**config.mk**
```make
export PLATFORM = sky130hd
export DESIGN_NAME = trig_pwm_top
export DESIGN_NICKNAME = d
export VERILOG_FILES = /design/src/rtl/trig_pwm_pkg.sv /design/src/rtl/trig_pwm_regs.sv /design/src/rtl/trig_pwm_chan.sv /design/src/rtl/trig_pwm_top.sv
export SDC_FILE = /design/constraint.sdc
export NUM_CORES = 2
export LEC_CHECK = 0
export ABC_AREA = 1
export BUFFER_PORTS_ARGS = -buffer_cell sky130_fd_sc_hd__clkbuf_2
export CAP_MARGIN = 20
export CORE_MARGIN = 2
export CORE_UTILIZATION = 42
export CTS_BUF_LIST = sky130_fd_sc_hd__clkbuf_8
export CTS_CLUSTER_DIAMETER = 200
export DETAILED_ROUTE_END_ITERATION = 8
export PLACE_DENSITY = 0.61
export SLEW_MARGIN = 20
export SYNTH_ARGS = -nofsm -noshare
export SYNTH_HDL_FRONTEND = slang
export SYNTH_SLANG_ARGS = --single-unit
```
**constraint.sdc**
```tcl
create_clock -name clk_i -period 4 [get_ports clk_i]
set_input_delay 0.8 -clock clk_i [delete_from_list [all_inputs] [get_ports clk_i]]
set_output_delay 0.8 -clock clk_i [all_outputs]
set_load 0.03 [all_outputs]
```
**src/rtl/trig_pwm_pkg.sv**
```systemverilog
`timescale 1ns/1ps
package trig_pwm_pkg;
  localparam int unsigned CNT_W = 24;
  localparam int unsigned PSC_W = 3;

  // control word lane bases (channel index added)
  localparam int unsigned LANE_TRIG   = 0;
  localparam int unsigned LANE_POL    = 8;
  localparam int unsigned LANE_TYPE   = 16;
  localparam int unsigned LANE_SMOOTH = 24;
  localparam int unsigned PSC_STRIDE  = 4;

  // word indices (byte address >> 2)
  localparam int unsigned WI_CTRL   = 0;
  localparam int unsigned WI_PSC    = 1;
  localparam int unsigned WI_CH0_PC = 2;

  typedef struct packed {
    logic [PSC_W-1:0] psc;
    logic [CNT_W-1:0] pc;
    logic [CNT_W-1:0] dc;
    logic             pol;
  } chan_cfg_t;

  localparam chan_cfg_t CFG_RST = '{psc: '0, pc: '0, dc: '0, pol: 1'b1};
endpackage

```
**src/rtl/trig_pwm_regs.sv**
```systemverilog
`timescale 1ns/1ps
module trig_pwm_regs
  import trig_pwm_pkg::*;
#(
  parameter int unsigned NUM_CH = 6,
  parameter int unsigned ADDR_W = 8,
  parameter int unsigned DATA_W = 32
) (
  input  logic                          clk_i,
  input  logic                          rst_ni,
  input  logic                          req_i,
  input  logic                          we_i,
  input  logic [ADDR_W-1:0]             addr_i,
  input  logic [DATA_W-1:0]             wdata_i,
  output logic [DATA_W-1:0]             rdata_o,
  output logic [NUM_CH-1:0]             trig_o,
  output logic [NUM_CH-1:0]             pol_o,
  output logic [NUM_CH-1:0]             type_o,
  output logic [NUM_CH-1:0]             smooth_o,
  output logic [NUM_CH-1:0][PSC_W-1:0]  psc_o,
  output logic [NUM_CH-1:0][CNT_W-1:0]  pc_o,
  output logic [NUM_CH-1:0][CNT_W-1:0]  dc_o
);
  localparam int unsigned WIDX_W = ADDR_W - 2;

  logic [WIDX_W-1:0] widx;
  logic              aligned;
  logic              wr;
  logic              unused_wdata;

  assign widx         = addr_i[ADDR_W-1:2];
  assign aligned      = (addr_i[1:0] == 2'b00);
  assign wr           = req_i & we_i & aligned;
  assign unused_wdata = ^wdata_i;

  always_ff @(posedge clk_i or negedge rst_ni) begin
    if (!rst_ni) begin
      trig_o   <= '0;
      pol_o    <= '0;
      type_o   <= '0;
      smooth_o <= '0;
      psc_o    <= '0;
      pc_o     <= '0;
      dc_o     <= '0;
    end else if (wr) begin
      if (widx == WIDX_W'(WI_CTRL)) begin
        for (int c = 0; c < NUM_CH; c++) begin
          trig_o[c]   <= wdata_i[LANE_TRIG + c];
          pol_o[c]    <= wdata_i[LANE_POL + c];
          type_o[c]   <= wdata_i[LANE_TYPE + c];
          smooth_o[c] <= wdata_i[LANE_SMOOTH + c];
        end
      end
      if (widx == WIDX_W'(WI_PSC)) begin
        for (int c = 0; c < NUM_CH; c++)
          psc_o[c] <= wdata_i[PSC_STRIDE*c +: PSC_W];
      end
      for (int c = 0; c < NUM_CH; c++) begin
        if (widx == WIDX_W'(WI_CH0_PC + 2*c))     pc_o[c] <= wdata_i[CNT_W-1:0];
        if (widx == WIDX_W'(WI_CH0_PC + 2*c + 1)) dc_o[c] <= wdata_i[CNT_W-1:0];
      end
    end
  end

  always_comb begin
    rdata_o = '0;
    if (aligned) begin
      if (widx == WIDX_W'(WI_CTRL)) begin
        for (int c = 0; c < NUM_CH; c++) begin
          rdata_o[LANE_TRIG + c]   = trig_o[c];
          rdata_o[LANE_POL + c]    = pol_o[c];
          rdata_o[LANE_TYPE + c]   = type_o[c];
          rdata_o[LANE_SMOOTH + c] = smooth_o[c];
        end
      end
      if (widx == WIDX_W'(WI_PSC)) begin
        for (int c = 0; c < NUM_CH; c++)
          rdata_o[PSC_STRIDE*c +: PSC_W] = psc_o[c];
      end
      for (int c = 0; c < NUM_CH; c++) begin
        if (widx == WIDX_W'(WI_CH0_PC + 2*c))     rdata_o[CNT_W-1:0] = pc_o[c];
        if (widx == WIDX_W'(WI_CH0_PC + 2*c + 1)) rdata_o[CNT_W-1:0] = dc_o[c];
      end
    end
  end
endmodule

```
**src/rtl/trig_pwm_chan.sv**
```systemverilog
`timescale 1ns/1ps
module trig_pwm_chan
  import trig_pwm_pkg::*;
(
  input  logic             clk_i,
  input  logic             rst_ni,
  input  logic             trig_i,
  input  logic             smooth_i,
  input  logic             type_i,
  input  chan_cfg_t        stg_i,
  output logic             pwm_o,
  output logic             oe_o,
  output logic [CNT_W-1:0] cnt_o,
  output logic [CNT_W-1:0] pc_act_o
);
  chan_cfg_t        shd_q, act_q;
  logic             trig_q;
  logic             imm_pend_q, smo_pend_q;
  logic [PSC_W-1:0] pcnt_q;
  logic [CNT_W-1:0] cnt_q;
  logic             rise, tick, wrap, boundary, apply;
  logic             active, wave;

  assign rise     = trig_i & ~trig_q;
  assign tick     = (pcnt_q == act_q.psc);
  // compare one bit wider so a period count of 0 or 1 wraps every tick
  assign wrap     = ({1'b0, cnt_q} + (CNT_W+1)'(1)) >= {1'b0, act_q.pc};
  assign boundary = tick & wrap;
  assign apply    = imm_pend_q | (smo_pend_q & boundary);

  always_ff @(posedge clk_i or negedge rst_ni) begin
    if (!rst_ni) begin
      trig_q     <= 1'b0;
      shd_q      <= CFG_RST;
      act_q      <= CFG_RST;
      imm_pend_q <= 1'b0;
      smo_pend_q <= 1'b0;
      pcnt_q     <= '0;
      cnt_q      <= '0;
    end else begin
      trig_q <= trig_i;
      if (rise) begin
        shd_q      <= stg_i;
        imm_pend_q <= ~smooth_i;
        smo_pend_q <= smooth_i;
      end else if (apply) begin
        imm_pend_q <= 1'b0;
        smo_pend_q <= 1'b0;
      end
      if (apply) begin
        act_q  <= shd_q;
        pcnt_q <= '0;
        cnt_q  <= '0;
      end else if (tick) begin
        pcnt_q <= '0;
        cnt_q  <= wrap ? '0 : cnt_q + CNT_W'(1);
      end else begin
        pcnt_q <= pcnt_q + PSC_W'(1);
      end
    end
  end

  assign active   = (cnt_q < act_q.dc);
  assign wave     = act_q.pol ? active : ~active;
  assign pwm_o    = (~trig_i & ~smooth_i) ? 1'b1 : wave;
  assign oe_o     = type_i | ~pwm_o;
  assign cnt_o    = cnt_q;
  assign pc_act_o = act_q.pc;
endmodule

```
**src/rtl/trig_pwm_top.sv**
```systemverilog
`timescale 1ns/1ps
module trig_pwm_top
  import trig_pwm_pkg::*;
#(
  parameter int unsigned NUM_CH = 6,
  parameter int unsigned ADDR_W = 8,
  parameter int unsigned DATA_W = 32
) (
  input  logic              clk_i,
  input  logic              rst_ni,
  input  logic              req_i,
  input  logic              we_i,
  input  logic [ADDR_W-1:0] addr_i,
  input  logic [DATA_W-1:0] wdata_i,
  output logic [DATA_W-1:0] rdata_o,
  output logic [NUM_CH-1:0] pwm_o,
  output logic [NUM_CH-1:0] oe_o
);
  logic [NUM_CH-1:0]            trig_w, pol_w, type_w, smooth_w;
  logic [NUM_CH-1:0][PSC_W-1:0] psc_w;
  logic [NUM_CH-1:0][CNT_W-1:0] pc_w, dc_w;
  logic [NUM_CH-1:0][CNT_W-1:0] cnt_w, pc_act_w;

  trig_pwm_regs #(
    .NUM_CH(NUM_CH),
    .ADDR_W(ADDR_W),
    .DATA_W(DATA_W)
  ) u_regs (
    .clk_i   (clk_i),
    .rst_ni  (rst_ni),
    .req_i   (req_i),
    .we_i    (we_i),
    .addr_i  (addr_i),
    .wdata_i (wdata_i),
    .rdata_o (rdata_o),
    .trig_o  (trig_w),
    .pol_o   (pol_w),
    .type_o  (type_w),
    .smooth_o(smooth_w),
    .psc_o   (psc_w),
    .pc_o    (pc_w),
    .dc_o    (dc_w)
  );

  for (genvar c = 0; c < NUM_CH; c++) begin : g_ch
    chan_cfg_t stg;
    assign stg = '{psc: psc_w[c], pc: pc_w[c], dc: dc_w[c], pol: pol_w[c]};

    trig_pwm_chan u_chan (
      .clk_i   (clk_i),
      .rst_ni  (rst_ni),
      .trig_i  (trig_w[c]),
      .smooth_i(smooth_w[c]),
      .type_i  (type_w[c]),
      .stg_i   (stg),
      .pwm_o   (pwm_o[c]),
      .oe_o    (oe_o[c]),
      .cnt_o   (cnt_w[c]),
      .pc_act_o(pc_act_w[c])
    );
  end
endmodule

```
==> out/qor.yml <==
fin_hold_ws_ns: 0.103
grt.total_usage_pct: 25.4
crit_required_ns: 3.20
wl_per_cell_um: 19.5
dr.pass1.iters: 8
p_leak_nw: 32.9
clock_latency_ns: 0.96
cp-end-kind: "primary output"
startpoint_type: "input pin"
hold_violations: 0
cts_sinks: 1134
grt_max_degree: 125
grt.overflow.total: 0
rrSetupSlack_ns: 0.37
total_power_mw: 30.8
initial_core_util_pct: 42.3
wl_um: 177000
die_x_um: 373
final.setup.worst_slack_ns: 0.0938
place.gp.congestion: 0.919
nNetsFinal: 7491
outcome: "finished, final reports clean"
top_level_ports: 88
hold_path.class: "input pin to register"
grt_pass1_vias: 46200
power_density_nw_per_um2: 479
grtUsageMet1_pct: 36.7
cpMaxStageDelayCell: "nand4_1"
multi_input_area_um2: 24700
synthArstFlopShare_pct: 100
min_from: "wdata_i[20]"
path_class: "input pin to primary output"
ys.flop_type: "dfrtp_1"
met2_usage_pct: 37.6
ant_nets: 0
fmax_ghz: 0.256
ff2ff_path_depth: 17
fill_cells: 13200
hold_path_end: "u_regs.psc_o[15]"
fin_crit_sh_pct: 97.7
final-seq-area_um2: 28400
synth_edf_count: 0
finalSetupViolations: 0
cts_tree: "yes"
synth_seq_area_share_pct: 49.6
grt_busiest_layer: "met2"
syn_inst: 7061
die_h_um: 373
dp_slack_ns: -0.0285
antenna_found_initial: 6
r2r_end: "g_ch[1].u_chan.pc_act_o[20]"
vias: 48500
core-area_um2: 135000
routed_via_density: 5.33
area_growth_pct: 12.1
arrival_ns: 3.11
htreeDepth: 4
yosysWarnings: 0
clockBufferDepth: 3
cts_root_buf: "clkbuf_8"
cap_violations: 0
clk_pin_slew_ns: 0.05
worst_ir_drop_vdd_uv: 472
synth_area_um2: 57200
drive_gt1_share_pct: 9.29
reg2reg_from: "g_ch[1].u_chan.cnt_o[2]"
ys_ff_latch: 1134
fin_crit_ns: 3.91
max_slew_margin_pct: 28.1
slew_viol_final: 0
synthDistinctLibCells: 39
crit_chain: "clkbuf_2 -> nor2_4 -> buf_4 -> nand2_1 -> nor2_2 -> inv_1 -> o21ai_0 -> inv_1 -> nand4_1 -> nand2_1 -> nand4_1 -> nor2_1 -> nor2_1 -> clkbuf_2"
syn_avg_cell_area_um2: 8.10
row_count: 135
worst_slew_pin_slew_ns: 1.08
drtIter0Drc: 4657
dieArea_um2: 139000
cp_slowest_stage_delay_ns: 0.27
grt_pass1_wl_um: 275000
drc: 0
io_buffers: 83
skew_ns: 0.0725
use_met3_pct: 5.19
hold_depth: 3
worst-path-max-fanout: 10
dp_hpwl_um: 127000
cts_buffers: 190
## metal layers
metal	vias to the layer above	routed length [um]
li1	23100	-
met1	23400	80800
met2	1657	77300
met3	270	13300
met4	6	6020
met5	-	33
## metrics by stage
stage | TNS (ns) | utilization, % | cells | cell area [um^2]
finish | 0 | 47.4 | 9086 | 64200
global route | -0.0515 | 47.4 | 9084 | 64200
CTS | 0 | 47.2 | 9074 | 63900
detailed placement | -0.0285 | 44.2 | 8731 | 59800
global placement | 0 | 44.2 | 8731 | 59800
floorplan | 0 | - | 7062 | 57200
## registers in the layout, summed over array words and instances, names as in the netlist
register,flops
g_ch.u_chan.trig_q,6
g_ch.u_chan.imm_pend_q,6
u_regs.dc_o,144
g_ch.u_chan.smo_pend_q,6
g_ch.u_chan.cnt_o,144
g_ch.u_chan.act_q,168
u_regs.pc_o,144
u_regs.smooth_o,6
u_regs.pol_o,6
u_regs.trig_o,6
g_ch.u_chan.pc_act_o,144
g_ch.u_chan.pcnt_q,18
g_ch.u_chan.shd_q,312
u_regs.psc_o,18
u_regs.type_o,6
## power by group
group	internal (mW)	switching (mW)
sequential	12.2	0.551
combinational	2.06	5.11
clock	5.75	5.08
total	20.0	10.7
## cells in the mapped netlist (7+ instances only)
cell type / number / share of area [%]
ha_1: 294 / 6.4
buf_2: 78 / 0.68
nand3b_1: 15 / 0.20
buf_6: 21 / 0.41
dfrtp_1: 1122 / 49
nor3_1: 65 / 0.57
o21a_1: 10 / 0.13
nand2_2: 10 / 0.11
inv_2: 14 / 0.092
dfstp_2: 12 / 0.55
nand4_1: 312 / 3.4
o21ai_1: 18 / 0.16
clkinv_1: 11 / 0.072
o211ai_1: 22 / 0.29
a21oi_1: 215 / 1.9
xnor2_1: 57 / 0.87
inv_1: 696 / 4.6
clkbuf_1: 225 / 1.5
nor2_1: 263 / 1.7
buf_4: 24 / 0.31
xor2_1: 73 / 1.1
nor2_2: 17 / 0.19
buf_1: 16 / 0.10
nand3_1: 512 / 4.5
o21ai_0: 567 / 5.0
nor3b_1: 7 / 0.092
nor4_1: 17 / 0.19
nand2_1: 2329 / 15
## worst max-delay path: cells and delay by family
kind	cells	cell delay, ns
buffers and inverters	5	0.81
AOI/OAI and AO/OA	1	0.23
and+or+nand+nor	8	1.27
## cell usage in the layout, fill, tap and decap left out, types with 8 or more instances in the layout
cell	instances
a21oi_1	209
buf_12	29
buf_4	146
clkbuf_2	78
clkbuf_8	239
clkinv_2	31
dfrtp_1	1114
dfrtp_2	8
dfstp_2	12
ha_1	294
inv_1	750
inv_2	14
nand2_1	2323
nand2_2	14
nand3_1	506
nand3b_1	15
nand4_1	312
nor2_1	244
nor2_2	31
nor3_1	60
nor3_2	10
nor4_1	12
o211ai_1	22
o21a_1	10
o21ai_0	560
o21ai_1	24
xnor2_1	57
xor2_1	73
## repair_timing
item	CTS	global route
endpoints found under the hold margin	30	0
gates cloned	0	1
setup buffers	0	8
hold buffers	2	0
pin swaps	0	17
gates resized for setup	14	60
setup endpoints to repair	11	248
## how the worst max path moves through the flow
stage / endpoint / from / slack, ns
detailed placement: rdata_o[23] / addr_i[7] / -0.03
global route: oe_o[3] / g_ch[3].u_chan.cnt_o[11] / -0.04
CTS: oe_o[4] / g_ch[4].u_chan.cnt_o[23] / 0.003
global placement: rdata_o[7] / addr_i[7] / 0.03
floorplan: rdata_o[16] / addr_i[7] / 0.63
finish: rdata_o[11] / addr_i[6] / 0.09
## layout make-up
class | count | share of cell area, %
Sequential cell | 1134 | 44.3
Multi-Input combinational cell | 4844 | 38.5
Clock buffer | 239 | 5.13
Inverter | 721 | 4.24
Tap cell | 1781 | 3.47
Timing Repair Buffer | 262 | 3.36
Clock inverter | 102 | 1.06
Antenna cell | 3 | 0.0117
## cells by family (layout without fill, tap and decap cells)
kind of cell               Yosys count  after routing  share of synthesized area (%)
and+or+nand+nor                   3567           3568                           26.6
DFF                               1134           1134                           49.6
buffers and inverters             1085           1324                           7.72
AOI/OAI and AO/OA                  850            850                           7.65
adders and majority gates          294            294                           6.43
xor gates and xnor gates           130            130                           1.99
other                                1              5                        0.00655
No activity file was read; power rests on OpenSTA's default activity.
